**src/rtl/bpm_pkg.sv**
```systemverilog
package bpm_pkg;

    typedef logic [7:0] byte_t;

    // Fixed SONET positions (0-based rows) the checker decodes
    localparam int SOH_ROWS = 3;
    localparam int B1_ROW   = 1;
    localparam int B2_ROW   = 4;

    function automatic logic [3:0] ones8(input byte_t v);
        logic [3:0] n;
        n = '0;
        for (int i = 0; i < 8; i++) begin
            n = n + {3'b000, v[i]};
        end
        return n;
    endfunction

endpackage

```
**src/rtl/bpm_bip_lane.sv**
```systemverilog
module bpm_bip_lane
    import bpm_pkg::*;
(
    input  logic  clk,
    input  logic  rst_n,
    input  logic  frame_start,
    input  logic  take,
    input  byte_t din,
    output byte_t ref_par
);

    typedef struct packed {
        byte_t acc;
        byte_t ref_par;
    } lane_st_t;

    lane_st_t s_d, s_q;

    always_comb begin
        s_d = s_q;
        if (frame_start) begin
            s_d.ref_par = s_q.acc;
            s_d.acc     = take ? din : '0;
        end else if (take) begin
            s_d.acc = s_q.acc ^ din;
        end
    end

    always_ff @(posedge clk) begin
        if (!rst_n) begin
            s_q <= '0;
        end else begin
            s_q <= s_d;
        end
    end

    assign ref_par = s_q.ref_par;

    // the frozen parity of the last frame moves only at a frame start
    assert_ref_frozen_R3: assert property (@(posedge clk) disable iff (!rst_n)
        !frame_start |=> $stable(ref_par));

endmodule

```
**src/rtl/bpm_err_tally.sv**
```systemverilog
module bpm_err_tally
    import bpm_pkg::*;
#(
    parameter int CNT_W = 16
) (
    input  logic             clk,
    input  logic             rst_n,
    input  logic             clr,
    input  logic             check,
    input  byte_t            seen,
    input  byte_t            want,
    output logic             sticky,
    output logic [CNT_W-1:0] cnt
);

    localparam int             SUM_W   = CNT_W + 1;
    localparam logic [SUM_W-1:0] CNT_MAX = {1'b0, {CNT_W{1'b1}}};

    typedef struct packed {
        logic             sticky;
        logic [CNT_W-1:0] cnt;
    } tally_st_t;

    tally_st_t        s_d, s_q;
    logic [3:0]       nbad;
    logic [SUM_W-1:0] sum;

    always_comb begin
        s_d  = s_q;
        nbad = check ? ones8(seen ^ want) : 4'd0;
        if (clr) begin
            s_d.sticky = 1'b0;
            s_d.cnt    = '0;
        end
        sum = {1'b0, s_d.cnt} + SUM_W'(nbad);
        if (nbad != 4'd0) begin
            s_d.sticky = 1'b1;
            s_d.cnt    = (sum > CNT_MAX) ? CNT_MAX[CNT_W-1:0] : sum[CNT_W-1:0];
        end
    end

    always_ff @(posedge clk) begin
        if (!rst_n) begin
            s_q <= '0;
        end else begin
            s_q <= s_d;
        end
    end

    assign sticky = s_q.sticky;
    assign cnt    = s_q.cnt;

    // only a clear can drop a flag
    assert_sticky_hold_R10: assert property (@(posedge clk) disable iff (!rst_n)
        (sticky && !clr) |=> sticky);

    // the count never wraps back down
    assert_no_wrap_R8: assert property (@(posedge clk) disable iff (!rst_n)
        !clr |=> (int'(cnt) >= int'($past(cnt))));

    // one parity byte adds at most eight bits
    assert_step_limit_R2: assert property (@(posedge clk) disable iff (!rst_n)
        !clr |=> (int'(cnt) <= int'($past(cnt)) + 8));

    // a count that grew must come with a raised flag
    assert_flag_with_count_R4: assert property (@(posedge clk) disable iff (!rst_n)
        (cnt != '0) |-> sticky);

endmodule

```
**src/rtl/bip_parity_monitor.sv**
```systemverilog
module bip_parity_monitor
    import bpm_pkg::*;
#(
    parameter  int LO_STS       = 3,
    parameter  int HI_STS       = 12,
    parameter  int COLS_PER_STS = 90,
    parameter  int TOH_COLS     = 3,
    parameter  int ROWS         = 9,
    parameter  int CNT_W        = 16,
    localparam int COL_W        = $clog2(HI_STS * COLS_PER_STS),
    localparam int ROW_W        = $clog2(ROWS)
) (
    input  logic             clk,
    input  logic             rst_n,
    input  logic             mode_hi,
    input  logic             in_frame,
    input  logic             byte_valid,
    input  logic [ROW_W-1:0] row,
    input  logic [COL_W-1:0] col,
    input  logic [7:0]       scr_byte,
    input  logic [7:0]       dsc_byte,
    input  logic             stat_clr,
    output logic             b1_err,
    output logic             b2_err,
    output logic [CNT_W-1:0] b1_err_cnt,
    output logic [CNT_W-1:0] b2_err_cnt,
    output logic             irq
);

    localparam int               LANE_W = $clog2(HI_STS);
    localparam logic [COL_W-1:0] N_LO   = COL_W'(LO_STS);
    localparam logic [COL_W-1:0] N_HI   = COL_W'(HI_STS);
    localparam logic [COL_W-1:0] SOH_LO = COL_W'(TOH_COLS * LO_STS);
    localparam logic [COL_W-1:0] SOH_HI = COL_W'(TOH_COLS * HI_STS);

    typedef struct packed {
        logic live;    // a frame has been accumulating since alignment
        logic ref_ok;  // frozen parities cover a whole aligned frame
    } ctl_st_t;

    ctl_st_t            c_d, c_q;
    logic               at_start, in_soh, b1_slot, b2_slot;
    logic               b1_check, b2_check;
    logic [COL_W-1:0]   n_sts, soh_cols;
    logic [LANE_W-1:0]  lane;
    logic [HI_STS-1:0]  lane_take;
    byte_t              b1_ref, b2_want;
    byte_t              b2_ref [HI_STS];

    always_comb begin
        n_sts    = mode_hi ? N_HI : N_LO;
        soh_cols = mode_hi ? SOH_HI : SOH_LO;
        lane     = LANE_W'(mode_hi ? (col % N_HI) : (col % N_LO));

        at_start = byte_valid && (row == '0) && (col == '0);
        in_soh   = (row < ROW_W'(SOH_ROWS)) && (col < soh_cols);
        b1_slot  = byte_valid && (row == ROW_W'(B1_ROW)) && (col == '0);
        b2_slot  = byte_valid && (row == ROW_W'(B2_ROW)) && (col < n_sts);
        b1_check = c_q.ref_ok && in_frame && b1_slot;
        b2_check = c_q.ref_ok && in_frame && b2_slot;

        b2_want = '0;
        for (int k = 0; k < HI_STS; k++) begin
            lane_take[k] = byte_valid && !in_soh && (lane == LANE_W'(k));
            if (lane == LANE_W'(k)) begin
                b2_want = b2_ref[k];
            end
        end

        c_d = c_q;
        if (!in_frame) begin
            c_d = '0;
        end else if (at_start) begin
            c_d.ref_ok = c_q.live;
            c_d.live   = 1'b1;
        end
    end

    always_ff @(posedge clk) begin
        if (!rst_n) begin
            c_q <= '0;
        end else begin
            c_q <= c_d;
        end
    end

    // Section parity over the scrambled stream
    bpm_bip_lane u_b1_lane (
        .clk         (clk),
        .rst_n       (rst_n),
        .frame_start (at_start),
        .take        (byte_valid),
        .din         (scr_byte),
        .ref_par     (b1_ref)
    );

    // One line parity lane per STS-1 interleave
    for (genvar g = 0; g < HI_STS; g++) begin : g_b2_lane
        bpm_bip_lane u_b2_lane (
            .clk         (clk),
            .rst_n       (rst_n),
            .frame_start (at_start),
            .take        (lane_take[g]),
            .din         (dsc_byte),
            .ref_par     (b2_ref[g])
        );
    end

    bpm_err_tally #(.CNT_W(CNT_W)) u_b1_tally (
        .clk    (clk),
        .rst_n  (rst_n),
        .clr    (stat_clr),
        .check  (b1_check),
        .seen   (scr_byte),
        .want   (b1_ref),
        .sticky (b1_err),
        .cnt    (b1_err_cnt)
    );

    bpm_err_tally #(.CNT_W(CNT_W)) u_b2_tally (
        .clk    (clk),
        .rst_n  (rst_n),
        .clr    (stat_clr),
        .check  (b2_check),
        .seen   (dsc_byte),
        .want   (b2_want),
        .sticky (b2_err),
        .cnt    (b2_err_cnt)
    );

    assign irq = b1_err | b2_err;

    // nothing is counted while alignment is lost
    assert_no_check_oof_R6: assert property (@(posedge clk) disable iff (!rst_n)
        (!in_frame && !stat_clr) |=> ($stable(b1_err_cnt) && $stable(b2_err_cnt)));

    // an idle cycle leaves both counts alone
    assert_idle_ignored_R7: assert property (@(posedge clk) disable iff (!rst_n)
        (!byte_valid && !stat_clr) |=> ($stable(b1_err_cnt) && $stable(b2_err_cnt)));

    // the section count moves only after the row 1, column 0 byte
    assert_b1_slot_only_R2: assert property (@(posedge clk) disable iff (!rst_n)
        (!(byte_valid && row == ROW_W'(B1_ROW) && col == '0) && !stat_clr)
        |=> $stable(b1_err_cnt));

    // the line count moves only after a row 4 byte in the first N columns
    assert_b2_slot_only_R4: assert property (@(posedge clk) disable iff (!rst_n)
        (!(byte_valid && row == ROW_W'(B2_ROW) && col < (mode_hi ? N_HI : N_LO)) && !stat_clr)
        |=> $stable(b2_err_cnt));

    // a clear with no parity byte present empties both counts
    assert_clear_R10: assert property (@(posedge clk) disable iff (!rst_n)
        (stat_clr && !byte_valid) |=> (b1_err_cnt == '0 && b2_err_cnt == '0 && !irq));

endmodule

```
**config.mk**
```make
export PLATFORM = sky130hd
export DESIGN_NAME = bip_parity_monitor
export DESIGN_NICKNAME = d
export VERILOG_FILES = /design/src/rtl/bpm_pkg.sv /design/src/rtl/bpm_bip_lane.sv /design/src/rtl/bpm_err_tally.sv /design/src/rtl/bip_parity_monitor.sv
export SDC_FILE = /design/constraint.sdc
export NUM_CORES = 1
export LEC_CHECK = 0
export BUFFER_PORTS_ARGS = -buffer_cell sky130_fd_sc_hd__buf_4
export CAP_MARGIN = 20
export CELL_PAD_IN_SITES_DETAIL_PLACEMENT = 1
export CELL_PAD_IN_SITES_GLOBAL_PLACEMENT = 2
export CORE_MARGIN = 2
export CORE_UTILIZATION = 35
export DETAILED_ROUTE_END_ITERATION = 7
export PLACE_DENSITY = 0.71
export SLEW_MARGIN = 5
export SYNTH_ARGS = -nofsm -noshare
export SYNTH_HDL_FRONTEND = slang
export SYNTH_HIERARCHICAL = 1
export SYNTH_SLANG_ARGS = --single-unit
```
**constraint.sdc**
```tcl
create_clock -name clk -period 33.3 [get_ports clk]
set_input_delay 1.665 -clock clk [delete_from_list [all_inputs] [get_ports clk]]
set_output_delay 1.665 -clock clk [all_outputs]
set_load 0.005 [all_outputs]
```
==> run_results.csv, run 1 <==
group,metric,value,unit
run_status,outcome,"complete, no violations",
grt,track_usage,0.1771,
synthesis,syn_inst,1877,
layout,fin_nets,1923,
worst_setup_path,required,33.73,ns
layout,n_antenna_cell,0,
synthesis,ys_seq_elements,244,
run,max_cap_violations,0,
die,boundaryPins,72,
sta,worst_slack,8.244,ns
worst_setup_path,crit_family,"compound AO/OA/AOI/OAI gates",
clocking,cts_hold_buf,0,
layout,instances_no_fill,2449,
synthesis,synth_ff_type,"dfxtp_1",
worst_setup_path,cp-start-kind,"primary input",
synthesis,avgSynthCellArea,8.941,µm²
clocking,cts-resized-gates,0,
grt,grt_max_degree,147,
sta,fin_crit_sh,0.7524,
layout,fillCellCount,5447,
clocking,cts_tree,"yes",
synthesis,synth_nets,1984,
layout,drive_above_1_share,0.1200,
sta,rsz0062_at_grt,"no",
detailed_routing,drc,0,
placement,port_buffers,71,
placement,pre_cts_ws,7.703,ns
clocking,cts_buffer_depth,3,
sta,final-setup-viol-count,0,
die,die_w,223.0,µm
sta,maxSlewHeadroom,0.2030,
placement,hpwl,31140,µm
sta,whs,0.4756,ns
detailed_routing,ant_nets,0,
detailed_routing,vias,12692,
clocking,path_clk_slew,0.06,ns
die,dieArea,0.04972,mm²
layout,multiInputGateArea,0.01057,mm²
sta,drv_slew,0,
grt,grt_pass1_vias,13059,
grt,overflow,0,
worst_setup_path,cp_slowest_cell,"o21bai_1",
placement,dp.cells,2400,
placement,gp_congestion,0.8359,
synthesis,yosysSeqAreaShare,0.2911,
clocking,clock-sinks,244,
layout,syn2layout_area_growth,7.053,%
clocking,clk-insertion-delay-late,0.57,ns
detailed_routing,wirelength,44600,µm
die,core_area,0.04755,mm²
grt,antenna_found_initial,0,
layout,layout_common_cells,"dfxtp_1, nand2_1, xnor2_1, mux2i_1, nor2b_1",
synthesis,synth_area,0.01678,mm²
worst_setup_path,cp_max_fo,35,
clocking,root_buffer,"clkbuf_16",
sta,fin_setup_tns,0,ns
detailed_routing,dr.pass1.iters,7,
clocking,postCtsSetupBuffers,0,
sta,hold_violations,0,
worst_setup_path,worstSetupPathType,"in -> reg",
layout,final_common_cell,"dfxtp_1",
worst_setup_path,end_kind,"flip-flop",
detailed_routing,via_per_inst,5.183,
die,start_util,0.3530,
die,die_y,223.0,µm
worst_setup_path,crit_path_max_incr_delay,0.82,ns
worst_setup_path,critPathBufInv,9,
detailed_routing,avgRoutedWirePerCell,18.21,µm
detailed_routing,initialDrtViolationCount,562,
clocking,cts_htree_levels,1,
synthesis,async_reset_ff_frac,0,
synthesis,yosys_warnings,6,
synthesis,synth_edf_count,0,
sta,fin_skew,0.01197,ns
worst_setup_path,arrival,25.48,ns
clocking,cts-buffers-inserted,29,
sta,max_freq,0.03991,GHz
die,row_count,80,
layout,regArea,0.004885,mm²
hold_path,worstHoldPathType,"reg -> reg",
synthesis,synth_cell_types,111,
grt,grt_pass1_wl,72130,µm
sta,final.min_clock_period,25.06,ns
sta,tightest_slew,1.196,ns
==> Yosys cell counts (all sizes together) (11+ instances only) <==
cell | n | area (µm²)
o21a | 17 | 127.6
o21ai | 54 | 281.5
nand2b | 23 | 143.9
clkbuf | 43 | 177.7
buf | 131 | 1018
nand4 | 17 | 127.6
a21o | 16 | 120.1
nand2 | 151 | 569.3
nor4 | 14 | 145.1
nand3 | 31 | 172.7
mux2i | 134 | 1345
dfxtp | 244 | 4885
or3 | 11 | 73.82
and3 | 14 | 87.58
nor2b | 157 | 1177
nor3 | 31 | 165.2
ha | 60 | 750.7
a211oi | 12 | 115.1
xnor2 | 133 | 1165
nor2 | 78 | 295.3
xor2 | 13 | 113.9
and2b | 80 | 601.8
and2 | 118 | 738.2
a21oi | 51 | 259.0
a31oi | 19 | 137.6
inv | 40 | 150.1
o211ai | 16 | 135.1
mux2 | 16 | 187.7
==> state kept, by name, indices dropped and copies added, names as in the netlist <==
signal / flops
c_q: 2
u_b1_lane/ref_par: 8
u_b2_tally/cnt: 16
u_b1_tally/cnt: 16
u_b1_lane/s_q: 8
u_b2_tally/sticky: 1
g_b2_lane.u_b2_lane/ref_par: 96
g_b2_lane.u_b2_lane/s_q: 96
u_b1_tally/sticky: 1
==> area by class of cell <==
class | count | share of cell area
Multi-Input combinational cell | 1419 | 0.5881
Sequential cell | 244 | 0.2719
Clock buffer | 40 | 0.04659
Tap cell | 615 | 0.04283
Timing Repair Buffer | 82 | 0.03594
Inverter | 40 | 0.008357
Clock inverter | 9 | 0.006268
==> worst register-to-register path, cell delays in order, from the launching register on <==
cell and delay [ns]:
dfxtp_1 0.33, inv_1 0.06, o31ai_1 0.42, nand3_1 0.14, a31oi_1 0.24, xnor2_1 0.13
fa_1 0.54, inv_1 0.06, fa_1 0.55, inv_1 0.06, fa_1 0.50, inv_1 0.09
ha_1 0.17, inv_1 0.06, fa_1 0.41, xor2_1 0.15, nor2_1 0.06, ha_1 0.35
o21ai_0 0.14, o21bai_1 0.83, and3_1 0.28, o221ai_1 0.12
==> metrics by stage <==
step,util,cell area (µm²)
after detailed placement,0.3579,17020
after global routing,0.3779,17970
final,0.3779,17970
after CTS,0.3779,17970
after global placement,0.3572,16980
after floorplan,-,16780
==> cell families (layout without fill, tap and decap cells) <==
family,Yosys count,after routing,share of synthesized area
flops,244,244,0.2911
compound gates,284,284,0.1253
simple gates,767,767,0.2773
buf+inv,214,171,0.08022
fa+ha+maj,71,71,0.05726
xor+xnor,146,146,0.07619
mux,151,151,0.09267
==> metal layers <==
metal | routed length, µm | up-vias | track usage
met5 | 0 | - | 0
met3 | 1067 | 40 | 0.02002
li1 | - | 6272 | -
met2 | 20330 | 145 | 0.2939
met4 | 617 | 0 | 0.03139
met1 | 22580 | 6235 | 0.2497
==> path summary, 6_finish.rpt <==
path | start | endpoint | cells after the start | slack, ns
worst max-delay path | mode_hi | u_b2_tally/cnt[13]$_SDFF_PN0_ | 94 | 8.24
worst min register to register | c_q[1]$_SDFFE_PN0P_ | c_q[1]$_SDFFE_PN0P_ | 2 | 0.48
worst min-delay path | c_q[1]$_SDFFE_PN0P_ | c_q[1]$_SDFFE_PN0P_ | 2 | 0.48
worst max register to register | g_b2_lane[4].u_b2_lane/ref_par[0]$_SDFFE_PN0P_ | u_b2_tally/cnt[13]$_SDFF_PN0_ | 21 | 27.49
Power of run 1 is not shown: default switching activity piles up to over one toggle a cycle in this logic, so the estimate is an artifact.
==> inputs of run 2 (changes only) <==
- PLACE_DENSITY: 0.71 -> 0.74
- clock period: 33.3 -> 22.7 ns (I/O delays scaled with it)
==> run 2 against run 1 <==
Via count grew 1.8%. Clock skew grew 0.011 ns. Worst hold slack improved by 0.0072 ns. Register-to-register slack got worse by 10 ns. Flip-flop and latch count did not move. Routed wire length is 1.3% higher. Worst setup slack got worse by 6.7 ns. Clock-buffer cell count up 1. Critical path type unchanged.
==> run_results.csv, run 2 (synthesis results as in run 1) <==
group,metric,value,unit
run_status,outcome,"complete, no violations",
sta,tightest_slew,1.190,ns
placement,placed_cell_area,0.01710,mm²
grt,grt_max_degree,108,
worst_setup_path,arrival,21.65,ns
worst_setup_path,cp_max_fo,30,
detailed_routing,dr.pass1.iters,5,
worst_setup_path,crit_top_cell,"ha_1",
die,core_area,0.04755,mm²
sta,max_freq,0.04720,GHz
sta,fin_crit_sh,0.9333,
die,start_util,0.3530,
worst_setup_path,required,23.16,ns
sta,final.min_clock_period,21.19,ns
placement,gp_congestion,0.8076,
detailed_routing,drc,0,
placement,hpwl,32070,µm
clocking,cts_buffer_depth,3,
sta,maxSlewHeadroom,0.2039,
hold_path,worstHoldPathType,"reg -> reg",
worst_setup_path,cp_slowest_cell,"a222oi_1",
sta,final-setup-viol-count,0,
placement,pre_cts_ws,-0.6869,ns
detailed_routing,initialDrtViolationCount,643,
grt,overflow,0,
layout,fin_nets,1953,
layout,layout_common_cells,"dfxtp_1, nand2_1, xnor2_1, nor2b_1, mux2i_1",
clocking,cts-buffers-inserted,30,
worst_setup_path,worstSetupPathType,"in -> reg",
grt,grt_pass1_wl,72900,µm
detailed_routing,via_per_inst,5.204,
placement,port_buffers,71,
sta,worst_slack,1.513,ns
layout,fillCellCount,5453,
grt,antenna_found_initial,1,
detailed_routing,ant_nets,0,
die,row_count,80,
clocking,root_buffer,"clkbuf_16",
sta,fin_skew,0.02262,ns
worst_setup_path,crit_path_max_incr_delay,0.54,ns
sta,whs,0.4828,ns
layout,final_common_cell,"dfxtp_1",
detailed_routing,avgRoutedWirePerCell,18.20,µm
sta,rsz0062_at_grt,"no",
clocking,cts_tree,"yes",
die,die_y,223.0,µm
layout,drive_above_1_share,0.1452,
run,max_cap_violations,0,
layout,syn2layout_area_growth,9.730,%
sta,hold_violations,0,
detailed_routing,vias,12921,
die,boundaryPins,72,
detailed_routing,wirelength,45200,µm
die,die_w,223.0,µm
clocking,clk-insertion-delay-late,0.58,ns
worst_setup_path,cp-start-kind,"primary input",
worst_setup_path,end_kind,"flip-flop",
clocking,cts_htree_levels,1,
die,dieArea,0.04972,mm²
sta,drv_slew,0,
sta,fin_setup_tns,0,ns
grt,track_usage,0.1788,
grt,grt_pass1_vias,13303,
clocking,path_clk_slew,0.06,ns
clocking,clock-sinks,244,
layout,fin_area,0.01842,mm²
-- run 2: changes by cell type in the layout (fill, tap and decap cells not counted), sizes merged --
cell | previous run | this run
bufinv | 2 | 4
buf | 82 | 111
diode | 0 | 1
clkbuf | 40 | 41
clkinv | 5 | 6
-- run 2: repair_timing --
action / in CTS / in global routing
gates resized for setup: 0 / 24
buffers inserted: 3 / 11
setup endpoints to repair: 11 / 17
pin swaps: 1 / 4
hold buffers: 0 / 0
-- run 2: area by class of cell --
| class | instances | area [µm²] | share of cell area |
|---|---|---|---|
| clock buffers | 41 | 872.1 | 0.04736 |
| flip-flops and latches | 244 | 4885 | 0.2653 |
| inverters | 40 | 150.1 | 0.008153 |
| multi-input cells | 1419 | 10660 | 0.5788 |
| well taps | 615 | 769.5 | 0.04179 |
| diodes | 1 | 2.502 | 0.0001359 |
| repair buffers | 111 | 883.3 | 0.04797 |
| clock inverters | 12 | 193.9 | 0.01053 |
-- run 2: layer usage --
| layer | part of all wire | up-vias | track usage |
|---|---|---|---|
| met5 | 0 | - | 0 |
| met4 | 0.014 | 0 | 0.03118 |
| met3 | 0.030 | 40 | 0.02015 |
| met2 | 0.47 | 166 | 0.3019 |
| met1 | 0.49 | 6383 | 0.2480 |
| li1 | - | 6332 | - |
-- run 2: path summary, 6_finish.rpt --
kind                                                  startpoint                             to  slack, ns  cells past startpoint
setup / recovery                                         mode_hi  u_b2_tally/cnt[10]$_SDFF_PN0_       1.51                     91
hold / removal                               c_q[1]$_SDFFE_PN0P_            c_q[1]$_SDFFE_PN0P_       0.48                      2
setup reg to reg  g_b2_lane[3].u_b2_lane/ref_par[1]$_SDFFE_PN0P_  u_b2_tally/cnt[10]$_SDFF_PN0_      17.20                     19
hold reg to reg                              c_q[1]$_SDFFE_PN0P_            c_q[1]$_SDFFE_PN0P_       0.48                      2
-- run 2: critical path, delay by kind of cell --
| family | cells | cell delay (ns) |
|---|---|---|
| muxes | 5 | 1.45 |
| buffers and inverters | 9 | 1.25 |
| AOI/OAI and AO/OA | 36 | 7.47 |
| and+or+nand+nor | 24 | 4.35 |
| adders and majority gates | 15 | 5.61 |
| xor gates and xnor gates | 2 | 0.34 |
-- run 2: through the flow --
stage	util	instances
6_report	0.3873	2483
2_1_floorplan	-	1877
3_3_place_gp	0.3595	2414
3_5_place_dp	0.3596	2415
4_1_cts	0.3828	2471
5_1_grt	0.3873	2483
Power of run 2 is left out for the same reason.
==> inputs of run 3 (changes only) <==
- BUFFER_PORTS_ARGS: -buffer_cell sky130_fd_sc_hd__buf_4 -> -buffer_cell sky130_fd_sc_hd__buf_2
==> run 3 against run 2 <==
Final area is 2.2% lower. Clock skew grew 0.0049 ns. Routed wire length is 0.45% lower. Cell count decreased by 0.32%. Fmax fell by 0.76%. Critical path depth increased by 2. Critical endpoint unchanged.
==> run_results.csv, run 3 (synthesis results as in run 1) <==
group,metric,value,unit
clocking,cts_tree,"yes",
clocking,path_clk_slew,0.06,ns
sta,drv_slew,0,
run_status,outcome,"complete, no violations",
detailed_routing,drc,0,
detailed_routing,dr.pass1.iters,5,
layout,regArea,0.004885,mm²
clocking,cts_htree_levels,1,
sta,tightest_slew,1.059,ns
layout,multiInputGateArea,0.01068,mm²
sta,fin_skew,0.02750,ns
hold_path,holdCritStartpoint,"c_q[1]$_SDFFE_PN0P_",
grt,grt_max_degree,120,
worst_setup_path,reg2reg_setup_slack,17.23,ns
detailed_routing,ant_nets,0,
clocking,clock-sinks,244,
layout,n_antenna_cell,0,
layout,fin_nets,1947,
die,boundaryPins,72,
worst_setup_path,r2r-start,"g_b2_lane[2].u_b2_lane/ref_par[1]$_SDFFE_PN0P_",
worst_setup_path,rr_worst_depth,19,
grt,gr-usage-met3,0.01804,
hold_path,worstHoldPathType,"reg -> reg",
die,die_w,223.0,µm
run,max_cap_violations,0,
grt,grtUsageMet2,0.2979,
sta,max_freq,0.04684,GHz
worst_setup_path,end_kind,"flip-flop",
worst_setup_path,cp_slowest_cell,"fa_1",
clocking,cts-buffers-inserted,28,
hold_path,whs_endpoint,"c_q[1]$_SDFFE_PN0P_",
clocking,clk-insertion-delay-late,0.56,ns
sta,whs,0.5015,ns
placement,port_buffers,71,
worst_setup_path,cp_max_fo,16,
die,die_y,223.0,µm
layout,syn2layout_area_growth,7.359,%
layout,layout_common_cells,"dfxtp_1, nand2_1, xnor2_1, nor2b_1, mux2i_1",
hold_path,worstHoldPathCells,2,
worst_setup_path,worstSetupPathType,"in -> reg",
detailed_routing,wirelength,45000,µm
grt,antenna_found_initial,0,
die,dieArea,0.04972,mm²
worst_setup_path,crit_path_max_incr_delay,0.52,ns
layout,fillCellCount,5537,
clocking,root_buffer,"clkbuf_16",
sta,final.min_clock_period,21.35,ns
grt,busiest_layer,"met2",
detailed_routing,vias,12883,
grt,grt_pass1_vias,13188,
placement,hpwl,32120,µm
worst_setup_path,reg2reg_to,"u_b2_tally/cnt[10]$_SDFF_PN0_",
grt,track_usage,0.1780,
sta,hold_violations,0,
die,start_util,0.3530,
grt,grt_use_met1,0.2507,
die,core_area,0.04755,mm²
sta,final-setup-viol-count,0,
grt,overflow,0,
worst_setup_path,required,23.15,ns
layout,final_common_cell,"dfxtp_1",
placement,gp_congestion,0.8452,
detailed_routing,avgRoutedWirePerCell,18.18,µm
sta,maxSlewHeadroom,0.2938,
die,row_count,80,
sta,fin_crit_sh,0.9405,
worst_setup_path,arrival,21.80,ns
worst_setup_path,crit_top_cell,"ha_1",
worst_setup_path,cp-start-kind,"primary input",
placement,dp.cells,2417,
layout,drive_above_1_share,0.1392,
grt,grt_pass1_wl,72640,µm
detailed_routing,via_per_inst,5.205,
layout,instances_no_fill,2475,
detailed_routing,initialDrtViolationCount,580,
clocking,cts_buffer_depth,3,
==> run 3: cell types whose count changed in the layout (fill, tap and decap cells not counted), sizes merged <==
cell	delta
buf	-4
bufinv	-3
clkbuf	+2
clkinv	-1
diode	-1
inv	-1
==> run 3: worst max-delay path, delay by kind of cell <==
kind	cells	cell delay (ns)
adders and majority gates	16	5.88
buffers and inverters	9	1.19
AOI/OAI and AO/OA	38	7.74
and+or+nand+nor	23	4.07
xor gates and xnor gates	2	0.35
muxes	5	1.42
==> run 3: repair_timing <==
item / in CTS / in global routing
hold buffers: 0 / 0
setup endpoints to repair: 0 / 17
resized for setup: 0 / 31
setup buffers: 0 / 8
==> run 3: per-stage QoR <==
step                setup slack, ns  cell area [µm²]  setup TNS, ns  utilization
global route              -0.006370            18020      -0.006370       0.3789
finish                        1.351            18020              0       0.3789
global placement             0.3909            16920              0       0.3559
floorplan                     1.273            16780              0            -
detailed placement          -0.3681            16940         -3.859       0.3563
CTS                          0.1220            17830              0       0.3751
==> run 3: area by class of cell <==
type                    instances  share of cell area
clock buffers                  43             0.04535
multi-input cells            1419              0.5926
repair buffers                107             0.03562
inverters                      40            0.008333
clock inverters                 7            0.004306
flip-flops and latches        244              0.2711
well taps                     615             0.04271
==> run 3: per-layer routing <==
layer  up-vias  wire length, µm  share of wire
li1       6305                -              -
met1      6374            22250           0.49
met2       158            20990           0.47
met3        46             1105          0.025
met4         0              653          0.015
met5         -                0              0
==> run 3: worst max-delay path by stage <==
stage / to / cells past startpoint / start
6_report: u_b2_tally/cnt[10]$_SDFF_PN0_ / 93 / mode_hi
3_5_place_dp: u_b2_tally/cnt[14]$_SDFF_PN0_ / 90 / mode_hi
4_1_cts: u_b2_tally/cnt[13]$_SDFF_PN0_ / 90 / mode_hi
3_3_place_gp: u_b2_tally/cnt[15]$_SDFF_PN0_ / 90 / mode_hi
5_1_grt: u_b2_tally/cnt[10]$_SDFF_PN0_ / 96 / mode_hi
2_1_floorplan: u_b2_tally/cnt[5]$_SDFF_PN0_ / 94 / mode_hi
Power of run 3 is left out for the same reason.
